### src/rtl/sclkdiv_pkg.sv
package sclkdiv_pkg;

  typedef enum logic {
    LAW_POW2   = 1'b0,
    LAW_LINEAR = 1'b1
  } law_e;

  // Packed from MSB: law [3], phase [2], polarity [1], enable [0]
  typedef struct packed {
    law_e law;
    logic pha;
    logic pol;
    logic en;
  } ctrl_t;

  localparam int CTRL_W = 4;

endpackage

### src/rtl/sclkdiv_cfg.sv
module sclkdiv_cfg
  import sclkdiv_pkg::*;
#(
  parameter int DIV_W = 8
) (
  input  logic             clk,
  input  logic             rst_n,
  input  logic             we,
  input  logic             sel,
  input  logic [DIV_W-1:0] wdata,
  output ctrl_t            ctrl,
  output logic [DIV_W-1:0] div
);

  ctrl_t            ctrl_q, ctrl_d;
  logic [DIV_W-1:0] div_q, div_d;
  logic             ctrl_ld, div_ld;

  always_comb begin
    ctrl_ld = we && !sel;
    div_ld  = we && sel && !ctrl_q.en;
    ctrl_d  = ctrl_q;
    div_d   = div_q;
    if (ctrl_ld) begin
      if (ctrl_q.en) ctrl_d.en = wdata[0];
      else           ctrl_d    = ctrl_t'(wdata[CTRL_W-1:0]);
    end
    if (div_ld) div_d = wdata;
  end

  always_ff @(posedge clk or negedge rst_n) begin
    if (!rst_n) begin
      ctrl_q <= '0;
      div_q  <= '0;
    end else begin
      if (ctrl_ld) ctrl_q <= ctrl_d;
      if (div_ld)  div_q  <= div_d;
    end
  end

  assign ctrl = ctrl_q;
  assign div  = div_q;

endmodule

### src/rtl/sclkdiv_term.sv
module sclkdiv_term
  import sclkdiv_pkg::*;
#(
  parameter int DIV_W = 8,
  parameter int EXP_W = 4,
  parameter int CNT_W = 15
) (
  input  law_e             law,
  input  logic [DIV_W-1:0] div,
  output logic [CNT_W-1:0] term
);

  logic [CNT_W-1:0] pow2_term;
  logic [CNT_W-1:0] lin_term;

  // 2^N - 1: low N bits set
  assign pow2_term = ~({CNT_W{1'b1}} << div[EXP_W-1:0]);

  generate
    if (CNT_W > DIV_W) begin : g_ext
      assign lin_term = {{(CNT_W-DIV_W){1'b0}}, div};
    end else begin : g_same
      assign lin_term = div[CNT_W-1:0];
    end
  endgenerate

  assign term = (law == LAW_LINEAR) ? lin_term : pow2_term;

endmodule

### src/rtl/sclkdiv_gen.sv
module sclkdiv_gen #(
  parameter int CNT_W = 15
) (
  input  logic             clk,
  input  logic             rst_n,
  input  logic             en,
  input  logic             pol,
  input  logic             pha,
  input  logic             run,
  input  logic [CNT_W-1:0] term,
  output logic             sclk,
  output logic             half_stb,
  output logic             sample_stb
);

  logic [CNT_W-1:0] cnt_q, cnt_d;
  logic             sclk_q, sclk_d;
  logic             hstb_q, hstb_d;
  logic             sstb_q, sstb_d;
  logic             active, at_term;

  always_comb begin
    active  = en && run;
    at_term = (cnt_q == term);
    cnt_d   = cnt_q;
    sclk_d  = sclk_q;
    hstb_d  = 1'b0;
    sstb_d  = 1'b0;
    if (!active) begin
      cnt_d  = '0;
      sclk_d = pol;
    end else if (at_term) begin
      cnt_d  = '0;
      sclk_d = ~sclk_q;
      hstb_d = 1'b1;
      sstb_d = (sclk_q == pol) ^ pha;
    end else begin
      cnt_d  = cnt_q + 1'b1;
    end
  end

  always_ff @(posedge clk or negedge rst_n) begin
    if (!rst_n) begin
      cnt_q  <= '0;
      sclk_q <= 1'b0;
      hstb_q <= 1'b0;
      sstb_q <= 1'b0;
    end else begin
      cnt_q  <= cnt_d;
      sclk_q <= sclk_d;
      hstb_q <= hstb_d;
      sstb_q <= sstb_d;
    end
  end

  assign sclk       = sclk_q;
  assign half_stb   = hstb_q;
  assign sample_stb = sstb_q;

endmodule

### src/rtl/spi_sclk_div.sv
module spi_sclk_div
  import sclkdiv_pkg::*;
#(
  parameter int DIV_W = 8,
  parameter int EXP_W = 4
) (
  input  logic             clk,
  input  logic             rst_n,
  input  logic             cfg_we,
  input  logic             cfg_sel,
  input  logic [DIV_W-1:0] cfg_wdata,
  input  logic             frame_run,
  output logic             sclk,
  output logic             half_stb,
  output logic             sample_stb
);

  localparam int POW_W = (1 << EXP_W) - 1;
  localparam int CNT_W = (POW_W > DIV_W) ? POW_W : DIV_W;

  logic             rst_s0, rst_q;
  ctrl_t            ctrl;
  logic [DIV_W-1:0] div;
  logic [CNT_W-1:0] term;

  // Asynchronous assert, synchronous release
  always_ff @(posedge clk or negedge rst_n) begin
    if (!rst_n) begin
      rst_s0 <= 1'b0;
      rst_q  <= 1'b0;
    end else begin
      rst_s0 <= 1'b1;
      rst_q  <= rst_s0;
    end
  end

  sclkdiv_cfg #(.DIV_W(DIV_W)) u_cfg (
    .clk   (clk),
    .rst_n (rst_q),
    .we    (cfg_we),
    .sel   (cfg_sel),
    .wdata (cfg_wdata),
    .ctrl  (ctrl),
    .div   (div)
  );

  sclkdiv_term #(.DIV_W(DIV_W), .EXP_W(EXP_W), .CNT_W(CNT_W)) u_term (
    .law  (ctrl.law),
    .div  (div),
    .term (term)
  );

  sclkdiv_gen #(.CNT_W(CNT_W)) u_gen (
    .clk        (clk),
    .rst_n      (rst_q),
    .en         (ctrl.en),
    .pol        (ctrl.pol),
    .pha        (ctrl.pha),
    .run        (frame_run),
    .term       (term),
    .sclk       (sclk),
    .half_stb   (half_stb),
    .sample_stb (sample_stb)
  );

endmodule

### config.mk
export PLATFORM = sky130hd
export DESIGN_NAME = spi_sclk_div
export DESIGN_NICKNAME = d
export VERILOG_FILES = /design/src/rtl/sclkdiv_pkg.sv /design/src/rtl/sclkdiv_cfg.sv /design/src/rtl/sclkdiv_term.sv /design/src/rtl/sclkdiv_gen.sv /design/src/rtl/spi_sclk_div.sv
export SDC_FILE = /design/constraint.sdc
export NUM_CORES = 1
export LEC_CHECK = 0
export BUFFER_PORTS_ARGS = -buffer_cell sky130_fd_sc_hd__buf_2
export CORE_MARGIN = 4
export CORE_UTILIZATION = 59
export CTS_BUF_LIST = sky130_fd_sc_hd__clkbuf_16
export DETAILED_ROUTE_END_ITERATION = 8
export GPL_TIMING_DRIVEN = 0
export HOLD_SLACK_MARGIN = 0.05
export MAX_ROUTING_LAYER = met4
export PLACE_DENSITY = 0.88
export SLEW_MARGIN = 10
export SYNTH_ARGS = -nofsm -noshare
export SYNTH_HDL_FRONTEND = slang
export SYNTH_SLANG_ARGS = --single-unit
### constraint.sdc
create_clock -name clk -period 1.2 [get_ports clk]
set_input_delay 0 -clock clk [delete_from_list [all_inputs] [get_ports clk]]
set_output_delay 0 -clock clk [all_outputs]
set_load 0.02 [all_outputs]
==> results of run 1 <==
-- cells in the final DEF, fill, tap and decap left out, types with 5 or more instances in the layout --
cell           count
buf_2             16
buf_4             13
buf_6              9
clkbuf_16          5
dfrtp_1           28
dlygate4sd3_1     10
mux2_2            11
nand2_1           10
nand3_1            7
nor3_1             6
nor3_2            14
xnor2_1            7
xor2_1            11
-- routing by layer --
| layer | track usage | vias to the layer above | share of wire | routed length [um] |
|---|---|---|---|---|
| li1 | - | 750 | - | - |
| met1 | 0.3140 | 857 | 0.35 | 2229 |
| met2 | 0.4690 | 127 | 0.52 | 3275 |
| met3 | 0.07009 | 45 | 0.072 | 458 |
| met4 | 0.1710 | 0 | 0.061 | 387 |
| met5 | - | - | 0 | 0 |
-- worst max-delay path, delay by kind of cell, from the launching register on --
| family | cells | cell delay, ns |
|---|---|---|
| and+or+nand+nor | 6 | 1.26 |
| DFF | 1 | 0.45 |
| buffers and inverters | 2 | 0.26 |
-- final cells by class --
type | instances | area (um^2) | share of cell area
Inverter | 5 | 21.27 | 0.007974
Multi-Input combinational cell | 133 | 1171 | 0.4390
Clock inverter | 3 | 42.54 | 0.01595
Buffer | 8 | 91.34 | 0.03424
Tap cell | 44 | 55.05 | 0.02064
Sequential cell | 32 | 805.8 | 0.3021
Timing Repair Buffer | 44 | 355.3 | 0.1332
Clock buffer | 5 | 125.1 | 0.04690
-- report_power, final --
group          switching, mW  leakage (nW)  internal [mW]  total, mW
combinational          0.792         0.638          0.778       1.57
sequential             0.166         0.408           1.21       1.37
clock                  0.488        0.0798          0.974       1.46
-- state kept, by name, indices dropped and copies added (netlist names) --
signal            flops
rst_q                 1
rst_s0                1
u_cfg.ctrl            4
u_cfg.div             8
u_gen.cnt_q          15
u_gen.half_stb        1
u_gen.sample_stb      1
u_gen.sclk            1
-- metrics by stage --
step	cell area, um^2	TNS, ns	hold WS (ns)	power, mW	util
CTS	2472	-14.76	0.09922	3.973	0.8033
global placement	2074	-15.99	-0.2142	2.270	0.6740
floorplan	1944	-10.84	-0.2956	2.101	-
global route	2668	-17.56	0.1262	4.557	0.8667
finish	2668	-16.15	0.1253	4.403	0.8667
detailed placement	2074	-21.20	-0.2123	2.322	0.6740
-- path summary, 6_finish.rpt --
| path | startpoint | endpoint | slack (ns) | cells past startpoint |
|---|---|---|---|---|
| worst max-delay path | u_cfg.ctrl[3] | u_gen.sclk | -0.91 | 8 |
| worst min-delay path | cfg_sel | u_cfg.ctrl[0] | 0.13 | 3 |
| worst max register to register | u_cfg.ctrl[3] | u_gen.sclk | -0.91 | 8 |
| worst min register to register | rst_q | u_cfg.div[0] | 0.30 | 0 |
| max in group asynchronous | rst_q | u_cfg.div[3] | 0.41 | 0 |
| min in group asynchronous | rst_q | u_cfg.div[0] | 0.30 | 0 |
-- logic make-up (layout without fill, tap and decap cells) --
kind of cell,Yosys count,in the layout
xor gates and xnor gates,19,19
other,1,1
muxes,12,12
buffers and inverters,13,65
and+or+nand+nor,77,77
adders and majority gates,1,1
DFF,32,32
AOI/OAI and AO/OA,23,23
-- timing repair --
| item | CTS | global route |
|---|---|---|
| pin swaps | 3 | 5 |
| gates cloned | 0 | 1 |
| gates resized for setup | 11 | 26 |
| hold endpoints to repair | 14 | 0 |
| setup buffers | 11 | 7 |
| hold buffers | 10 | 0 |
| endpoints found under the setup margin | 58 | 26 |
==> flow_summary.ini, run 1 <==
[synthesis]
yosysWarnings = 0
ys_seq_elements = 32
synth_fa_ha_area_frac = 0.006489
synth.avg_cell_area_um2 = 10.83
synth_edf_count = 0
syn-num-nets = 192
yosys.area_share.simple = 0.2829
synth_top_area_cell = dfrtp_1
synth_flop_cell = dfrtp_1
synth_compound_area_frac = 0.08566
seq_area_frac_synth = 0.4153
synth.area.top_cells = dfrtp_1, mux2_2, nor3_2
synth.most_common_cell = dfrtp_1
async_reset_ff_frac = 1.000
synthXorXnorAreaFrac = 0.08631
synth_commonest_cells = dfrtp_1, mux2_2, xor2_1
synth_cell_type_count = 53
syn_area_um2 = 1928
postSynthCellCount = 178
synthMuxAreaShare = 0.06944
synth_top_family_by_area = simple AND/OR/NAND/NOR gates
synth_top_area_share = 0.4153

[route]
via_per_inst = 6.493
via_count = 1779
totalWireLength_um = 6351
wire_per_inst_um = 23.18
ant_nets = 0
first_pass_iters = 5
drc = 0
drt_iter0_markers = 229

[worst_setup_path]
critical_path_arrival_ns = 2.27
cp-start-kind = register
crit_required_ns = 1.36
endpoint_kind = register
critPathSlowestCell = dfrtp_1
cp_max_fo = 10
path_class = register to register
worstPathCellList = nand2b_4 -> buf_6 -> nor3_1 -> nor4b_4 -> nand4_4 -> buf_6 -> nor3_1 -> or3b_1
critPathMaxStageDelay_ns = 0.45

[timing]
timing.fmax_ghz = 0.4736
skew_ns = 0.006699
slew_viol_final = 0
fin_crit_ns = 2.112
hold_viol = 0
setup_slack_ns = -0.9116
worstMarginPinSlew_ns = 0.6858
maxSlewHeadroom = 0.5428
rsz0062_at_grt = true
finalSetupViolCount = 26
fin_crit_sh = 1.760

[floorplan]
start_util = 0.6264
coreArea_um2 = 3078
dieArea_um2 = 4246
dieWidth_um = 65.17
rows = 20
ioPinCount = 16
die_y_um = 65.17

[final_layout]
post_route_cells_drive_above_1_share = 0.4696
diodes = 0
fill_cells = 142
fin_cells = 274
syn_to_final_growth_pct = 38.35
nets = 243

[grt]
grt_pass1_wl_um = 8721
grt_max_degree = 31
grt_overflow = 0
track_usage = 0.2857
antenna_found_initial = 0
grt_pass1_vias = 1826

[clocking]
clkTransAtPathRegs_ns = 0.06
clock-sinks = 32
numCtsBuffers = 5
clockBufferDepth = 2
cts_tree = built
cts_root_buf = clkbuf_16
cts_max_level = 2
clkLatencyLatePin_ns = 0.28

[placed_design]
gp_congestion = 0.9085
dp.cells = 237
port_buffers = 15
dp_hpwl_um = 2938
post-place-ws_ns = -1.003

[flow_run]
cap_violations = 0

[power]
power_leakage_nw = 1.126
power_density_nw_per_um2 = 1651
vdd_ir_drop_max_mv = 1.076

[status]
violations = negative setup slack
outcome = complete, but fails checks

[min_path]
hold_class = input pin to register
(Power assumes the default switching activity.)
==> inputs of run 2 (changes only) <==
- CORE_UTILIZATION: 59 -> 60
- CTS_BUF_LIST: sky130_fd_sc_hd__clkbuf_16 -> sky130_fd_sc_hd__clkbuf_4 sky130_fd_sc_hd__clkbuf_8
- PLACE_DENSITY: 0.88 -> 0.89
==> run 2 against run 1 <==
Effect of this change: the run still ends with negative setup slack left; register-to-register slack worse by 0.11 ns; wire length shrank 17%; power fell by 25%; critical path depth decreased by 2; sequential cell count unchanged; die area is 1.5% lower; sequential share of layout area increased by 2.6 points; setup slack got worse by 0.11 ns; clock-buffer cell count rose by 2; worst hold slack improved by 0.041 ns; combinational power down 20%; critical path type unchanged; highest routed layer unchanged.
==> flow_summary.ini, run 2 (synthesized netlist as in run 1, its figures left out) <==
[status]
outcome = complete, but fails checks
violations = negative setup slack

[route]
via_count = 1680
totalWireLength_um = 5258
drc = 0
drt_iter0_markers = 246
first_pass_iters = 6
wire_per_inst_um = 19.69
ant_nets = 0
via_per_inst = 6.292

[min_path]
hold_class = input pin to register

[grt]
grt_max_degree = 31
antenna_found_initial = 0
grt_overflow = 0
track_usage = 0.2724
grt_pass1_vias = 1697
grt_pass1_wl_um = 8280

[final_layout]
fill_cells = 176
nets = 236
final_common_cell = dfrtp_1
diodes = 0
largest_reg_flops = 15
final-seq-area_um2 = 802.0
fin_cells = 267
final_cell_mix = dfrtp_1, buf_2
post_route_cells_drive_above_1_share = 0.3991
postLayoutCellArea_um2 = 2447
syn_to_final_growth_pct = 26.93
top_register = u_gen.cnt_q
multi_input_area_um2 = 1129

[placed_design]
port_buffers = 15
gp_congestion = 0.8929
placed_area_um2 = 2074
dp.cells = 237
post-place-ws_ns = -0.9635
dp_hpwl_um = 2951

[timing]
rsz0062_at_grt = true
finalSetupViolCount = 20
fin_crit_ns = 2.224
worstMarginPinSlew_ns = 0.7835
skew_ns = 0.003099
slew_viol_final = 0
setup_slack_ns = -1.024
maxSlewHeadroom = 0.4777
fin_crit_sh = 1.853
timing.hold.ws_ns = 0.1662
hold_viol = 0
timing.fmax_ghz = 0.4496

[floorplan]
die_y_um = 64.69
dieArea_um2 = 4184
coreArea_um2 = 3053
start_util = 0.6316
dieWidth_um = 64.69
ioPinCount = 16
rows = 20

[worst_setup_path]
critical_path_arrival_ns = 2.45
r2r_setup_slack_ns = -1.02
crit_required_ns = 1.43
path_class = register to register
cp-start-kind = register
cp_max_fo = 4
endpoint_kind = register

[clocking]
numCtsBuffers = 5
clkTransAtPathRegs_ns = 0.10
clockBufferDepth = 2
cts_max_level = 2
cts_root_buf = clkbuf_4
cts_tree = built
clkLatencyLatePin_ns = 0.35
clock-sinks = 32

[power]
power_leakage_nw = 1.029
power_density_nw_per_um2 = 1352
vdd_ir_drop_max_mv = 1.122

[flow_run]
cap_violations = 0
## run 2: where the power goes
| part | leakage [nW] | switching [mW] | internal [mW] | total (mW) |
|---|---|---|---|---|
| logic | 0.582 | 0.659 | 0.603 | 1.26 |
| clock network | 0.0349 | 0.396 | 0.309 | 0.706 |
| registers | 0.411 | 0.143 | 1.20 | 1.34 |
## run 2: final cells by class
class                      instances  area share
inverter                           5    0.008691
tap                               44     0.02249
clock buffer                       7     0.02403
clock inverter                     1    0.003067
multi-input combinational        133      0.4611
buffer                             7     0.03119
timing repair buffer              38      0.1217
sequential                        32      0.3277
## run 2: worst paths after layout
path | from | to | depth (start not counted)
min in group asynchronous | rst_q | u_gen.cnt_q[5] | 0
worst min-delay path | cfg_sel | u_cfg.ctrl[3] | 5
worst max register to register | u_cfg.div[3] | u_gen.sclk | 6
max in group asynchronous | rst_q | u_cfg.div[7] | 0
worst min register to register | rst_q | u_gen.cnt_q[5] | 0
worst max-delay path | u_cfg.div[3] | u_gen.sclk | 6
## run 2: layer usage
layer / global-route usage / share of wire / wire [um] / vias to the layer above
li1: - / - / - / 736
met1: 0.3262 / 0.38 / 2012 / 823
met2: 0.4381 / 0.51 / 2671 / 96
met3: 0.06932 / 0.069 / 363 / 25
met4: 0.1161 / 0.040 / 212 / 0
met5: - / 0 / 0 / -
## run 2: critical path: stages, from the launching register on
cell and delay (ns):
dfrtp_1 0.44, or3_1 0.41, a21oi_2 0.20, xor2_1 0.25
nand4_2 0.23, a21bo_1 0.23, or3b_1 0.36
## run 2: per-stage QoR
| step | power, mW | utilization | TNS, ns |
|---|---|---|---|
| floorplan | 2.101 | - | -10.84 |
| global placement | 2.268 | 0.6795 | -15.50 |
| detailed placement | 2.316 | 0.6795 | -19.54 |
| CTS | 3.143 | 0.7824 | -17.65 |
| global route | 3.441 | 0.8016 | -18.56 |
| finish | 3.308 | 0.8016 | -17.53 |
## run 2: repair_timing
action / 4_1_cts / 5_1_grt
resized for setup: 6 / 21
setup endpoints to repair: 56 / 28
gates cloned: 1 / 0
hold buffers: 11 / 0
hold endpoints to repair: 14 / 0
pin swaps: 12 / 5
buffers inserted: 12 / 1
